## src/rtl/irq_latch_pkg.sv

```systemverilog
package irq_latch_pkg;
  typedef enum logic {
    TRIG_EDGE  = 1'b0,
    TRIG_LEVEL = 1'b1
  } trig_mode_e;
endpackage

```

## src/rtl/irql_sync.sv

```systemverilog
module irql_sync #(
  parameter int W = 8
) (
  input  logic         clk,
  input  logic         rst_n,
  input  logic [W-1:0] d_async,
  output logic [W-1:0] d_sync
);
  logic [W-1:0] stage1_q;
  logic [W-1:0] stage2_q;

  always_ff @(posedge clk or negedge rst_n) begin
    if (!rst_n) begin
      stage1_q <= '0;
      stage2_q <= '0;
    end else begin
      stage1_q <= d_async;
      stage2_q <= stage1_q;
    end
  end

  assign d_sync = stage2_q;
endmodule

```

## src/rtl/irql_mode_regs.sv

```systemverilog
module irql_mode_regs #(
  parameter int          W    = 8,
  parameter logic [W-1:0] MASK = '1
) (
  input  logic         clk,
  input  logic         rst_n,
  input  logic         wr_en,
  input  logic [W-1:0] wr_data,
  input  logic         init_stb,
  input  logic         init_level,
  output logic [W-1:0] sel_q,
  output logic         glb_level_q
);
  logic [W-1:0] sel_d;
  logic         glb_d;

  always_comb begin
    sel_d = sel_q;
    glb_d = glb_level_q;
    if (wr_en)    sel_d = wr_data & MASK;
    if (init_stb) glb_d = init_level;
  end

  always_ff @(posedge clk or negedge rst_n) begin
    if (!rst_n) begin
      sel_q       <= '0;
      glb_level_q <= 1'b0;
    end else begin
      sel_q       <= sel_d;
      glb_level_q <= glb_d;
    end
  end

  p_masked_write_r8: assert property (@(posedge clk) disable iff (!rst_n)
    wr_en |=> (sel_q == ($past(wr_data) & MASK)));
endmodule

```

## src/rtl/irql_line_cell.sv

```systemverilog
module irql_line_cell
  import irq_latch_pkg::*;
(
  input  logic       clk,
  input  logic       rst_n,
  input  logic       in_s,
  input  trig_mode_e mode,
  input  logic       ack_hit,
  input  logic       init_clr,
  output logic       req_q
);
  logic seen_q;
  logic req_d;
  logic seen_d;
  logic rise;

  assign rise = in_s & ~seen_q;

  always_comb begin
    req_d  = req_q;
    seen_d = in_s;
    if (init_clr) begin
      req_d  = 1'b0;
      seen_d = 1'b0;
    end else if (mode == TRIG_LEVEL) begin
      req_d = in_s;
    end else begin
      req_d = rise | (req_q & ~ack_hit);
    end
  end

  always_ff @(posedge clk or negedge rst_n) begin
    if (!rst_n) begin
      req_q  <= 1'b0;
      seen_q <= 1'b0;
    end else begin
      req_q  <= req_d;
      seen_q <= seen_d;
    end
  end

  p_level_follow_r4: assert property (@(posedge clk) disable iff (!rst_n)
    (mode == TRIG_LEVEL && !init_clr) |=> (req_q == $past(in_s)));
  p_edge_set_r5: assert property (@(posedge clk) disable iff (!rst_n)
    (mode == TRIG_EDGE && !init_clr && rise) |=> req_q);
  p_edge_hold_r5: assert property (@(posedge clk) disable iff (!rst_n)
    (mode == TRIG_EDGE && !init_clr && !ack_hit && req_q) |=> req_q);
  p_ack_clear_r6: assert property (@(posedge clk) disable iff (!rst_n)
    (mode == TRIG_EDGE && !init_clr && ack_hit && !rise) |=> !req_q);
endmodule

```

## src/rtl/irq_req_latch.sv

```systemverilog
module irq_req_latch
  import irq_latch_pkg::*;
#(
  parameter int                 N_LINES = 8,
  parameter logic [N_LINES-1:0] WR_MASK = 8'hFB,
  localparam int                ACK_W   = $clog2(N_LINES)
) (
  input  logic               clk,
  input  logic               rst_n,
  input  logic [N_LINES-1:0] irq_in,
  input  logic               trig_wr_en,
  input  logic [N_LINES-1:0] trig_wr_data,
  output logic [N_LINES-1:0] trig_rd_data,
  input  logic               ack_stb,
  input  logic [ACK_W-1:0]   ack_line,
  input  logic               init_stb,
  input  logic               init_level,
  output logic [N_LINES-1:0] req
);
  logic [N_LINES-1:0] in_sync;
  logic [N_LINES-1:0] sel_q;
  logic               glb_level;

  irql_sync #(.W(N_LINES)) u_sync (
    .clk     (clk),
    .rst_n   (rst_n),
    .d_async (irq_in),
    .d_sync  (in_sync)
  );

  irql_mode_regs #(.W(N_LINES), .MASK(WR_MASK)) u_mode (
    .clk         (clk),
    .rst_n       (rst_n),
    .wr_en       (trig_wr_en),
    .wr_data     (trig_wr_data),
    .init_stb    (init_stb),
    .init_level  (init_level),
    .sel_q       (sel_q),
    .glb_level_q (glb_level)
  );

  assign trig_rd_data = sel_q;

  for (genvar i = 0; i < N_LINES; i++) begin : g_line
    trig_mode_e mode_i;
    logic       ack_i;
    assign mode_i = (glb_level | sel_q[i]) ? TRIG_LEVEL : TRIG_EDGE;
    assign ack_i  = ack_stb && (ack_line == ACK_W'(i));

    irql_line_cell u_cell (
      .clk      (clk),
      .rst_n    (rst_n),
      .in_s     (in_sync[i]),
      .mode     (mode_i),
      .ack_hit  (ack_i),
      .init_clr (init_stb),
      .req_q    (req[i])
    );
  end

  p_init_clear_r9: assert property (@(posedge clk) disable iff (!rst_n)
    init_stb |=> (req == '0));
  p_init_keeps_sel_r9: assert property (@(posedge clk) disable iff (!rst_n)
    (init_stb && !trig_wr_en) |=> $stable(trig_rd_data));
endmodule

```

## config.mk

```make
export PLATFORM = sky130hd
export DESIGN_NAME = irq_req_latch
export DESIGN_NICKNAME = d
export VERILOG_FILES = /design/src/rtl/irq_latch_pkg.sv /design/src/rtl/irql_sync.sv /design/src/rtl/irql_mode_regs.sv /design/src/rtl/irql_line_cell.sv /design/src/rtl/irq_req_latch.sv
export SDC_FILE = /design/constraint.sdc
export NUM_CORES = 1
export LEC_CHECK = 0
export ABC_AREA = 1
export BUFFER_PORTS_ARGS = -buffer_cell sky130_fd_sc_hd__buf_2
export CORE_MARGIN = 2
export CORE_UTILIZATION = 55
export DETAILED_ROUTE_END_ITERATION = 12
export PLACE_DENSITY = 0.83
export SLEW_MARGIN = 20
export SYNTH_ARGS = -nofsm -noshare
export SYNTH_HDL_FRONTEND = slang
export SYNTH_HIERARCHICAL = 1
export SYNTH_SLANG_ARGS = --single-unit
```

## constraint.sdc

```tcl
create_clock -name clk -period 1.4 [get_ports clk]
set_input_delay 0.21 -clock clk [delete_from_list [all_inputs] [get_ports clk]]
set_output_delay 0.21 -clock clk [all_outputs]
set_load 0.05 [all_outputs]
```

==> run_results.csv <==
group,metric,value,unit
status,outcome,"finished, final reports clean",
synthesis,synth.distinct_cells,10,
final_layout,fillers,214,
detailed_routing,drc,0,
cts,post_cts_buffers,0,
final_layout,multi_input_area,426.7,µm²
grt,antenna_found_initial,0,
final_layout,register_area,1001,µm²
setup_path,arrival,1010,ps
die,io-pin-count,41,
timing,final_hold_viol_count,0,
die,core,2710,µm²
timing,fmax,819.5,MHz
cts,numCtsBuffers,5,
setup_path,slowest_stage,"dfrtp_1",
cts,clockBufferDepth,2,
synthesis,synth-warning-count,6,
setup_path,end_kind,"output port",
setup_path,crit_path_max_incr_delay,400,ps
die,die_h,57.18,µm
die,start_util,57.39,%
cts,cts-root-buf,"clkbuf_4",
setup_path,cp_data_required_time,1190,ps
timing,finClkSkew,7.513,ps
synthesis,synth-seq-area-share,64.36,%
final_layout,num_antenna_cells,0,
setup_path,startpoint_type,"register",
detailed_routing,firstDrtPassIters,4,
final_layout,final_common_cell,"nand2_1",
timing,fin_setup_tns,0,ps
place,post-dp-hpwl,1845,µm
die,die_w,57.18,µm
cts,clkSinkCount,40,
synthesis,synth-seq-cells,40,
setup_path,path_cells,"buf_2",
cts,cts_tree,"built",
cts,htree_levels,2,
grt,grt_pass1_wl,4395,µm
place,port_buffers,38,
timing,period_needed,1220,ps
cts,clk_pin_slew_worst_paths,100,ps
detailed_routing,wirelength,2564,µm
final_layout,most-common-layout-cells,"62 x nand2_1, 40 x dfrtp_1, 38 x buf_2, 28 x inv_1, 24 x nor2_1",
power_and_ir_drop,total_power,2.247,mW
grt,grt_max_degree,26,
timing,period_share,87.16,%
synthesis,syn-num-nets,199,
cts,clk_latency,340,ps
synthesis,synthCells,174,
final_layout,drive_gt1_share,24.56,%
flow_run,maxCapViolations,0,
setup_path,crit_family,"flip-flops",
detailed_routing,ant_nets,0,
grt,grt_util_all_layers,18.37,%
min_path,hold_class,"primary input to register",
timing,rsz0062_at_grt,"false",
synthesis,syn_area,1555,µm²
final_layout,nets,252,
detailed_routing,drt_iter0_drc,27,
setup_path,crit_type,"register to output port",
die,fp-row-count,19,
final_layout,syn2layout_area_growth,24.54,%
detailed_routing,vias_per_cell,4.409,
grt,grt_pass1_vias,1080,
timing,setup_viol,0,
power_and_ir_drop,peakVddDrop,1067,µV
detailed_routing,wl_per_cell,9.900,µm
detailed_routing,vias,1142,
cts,cts_resized,0,
synthesis,avgSynthCellArea,8.938,µm²
setup_path,critPathMaxFanout,3,
grt,grt-ovfl-total,0,
setup_path,critPathBufInv,1,
die,dieArea,3269,µm²
timing,slew_viol_final,0,
place,place_congestion,0.7931,
power_and_ir_drop,total_leakage_power,1.124,nW
power_and_ir_drop,p_per_area,1160,nW/µm²
## sequential cells by signal, summed over array words and instances, names as in the netlist
signal,cells
g_line.u_cell/req_q,8
g_line.u_cell/seen_q,8
u_sync/d_sync,8
u_sync/stage1_q,8
u_mode/sel_q,7
u_mode/glb_level_q,1
## repair_timing
action | CTS | global route
hold buffers | 9 | 0
hold endpoints to repair | 23 | 0
endpoints found under the setup margin | 0 | 0
## metrics by stage
stage	util (%)	hold slack (ps)	setup WS, ps	area [µm²]	cells
final	71.47	67.66	179.8	1937	259
after global routing	71.47	59.88	129.2	1937	259
after CTS	71.47	44.18	149.2	1937	259
after detailed placement	65.88	156.1	351.7	1785	242
after global placement	65.88	157.1	381.4	1785	242
after floorplan	-	-85.59	253.3	1555	174
## cell families after synthesis
group,Yosys count,synth area share [%]
other cells,1,0.2411
buf+inv,31,8.206
flops,40,64.36
simple gates,102,27.19
## Yosys cell counts
cell type	number	share of area, %
buf_4	1	0.48
buf_6	1	0.72
conb_1	1	0.24
dfrtp_1	40	64
inv_1	28	6.8
inv_2	1	0.24
nand2_1	62	15
nor2_1	24	5.8
nor2_2	8	3.2
or2_1	8	3.2
## power by group
part,internal [mW],switching (mW),leakage [nW]
Combinational,0.122,0.274,0.596
Sequential,1.23,0.0359,0.490
Clock,0.239,0.348,0.0380
Total,1.59,0.658,1.12
## final timing paths
check	cells past startpoint	endpoint	start	slack [ps]
worst max-delay path	1	trig_rd_data[4]	u_mode/sel_q[4]	180
worst min-delay path	3	u_mode/sel_q[7]	trig_wr_data[7]	70
worst max register to register	5	g_line[1].u_cell/req_q	u_mode/glb_level_q	330
worst min register to register	0	u_sync/d_sync[7]	u_sync/stage1_q[7]	350
max in group asynchronous	3	u_sync/stage1_q[0]	rst_n	640
min in group asynchronous	2	u_sync/d_sync[3]	rst_n	310
## area by class of cell
class                   count  share of cell area [%]
clock buffers               6                   2.649
multi-input cells         103                   22.03
repair buffers             48                   15.50
well taps                  31                   2.003
clock inverters             2                  0.5168
flip-flops and latches     40                   51.68
inverters                  29                   5.620
## per-layer routing
metal	track usage (%)	part of all wire, %
met1	21.94	44
met2	29.56	48
met3	6.803	6.2
met4	8.970	2.3
met5	0	0
Note: power is estimated with default switching activity, not from simulation.
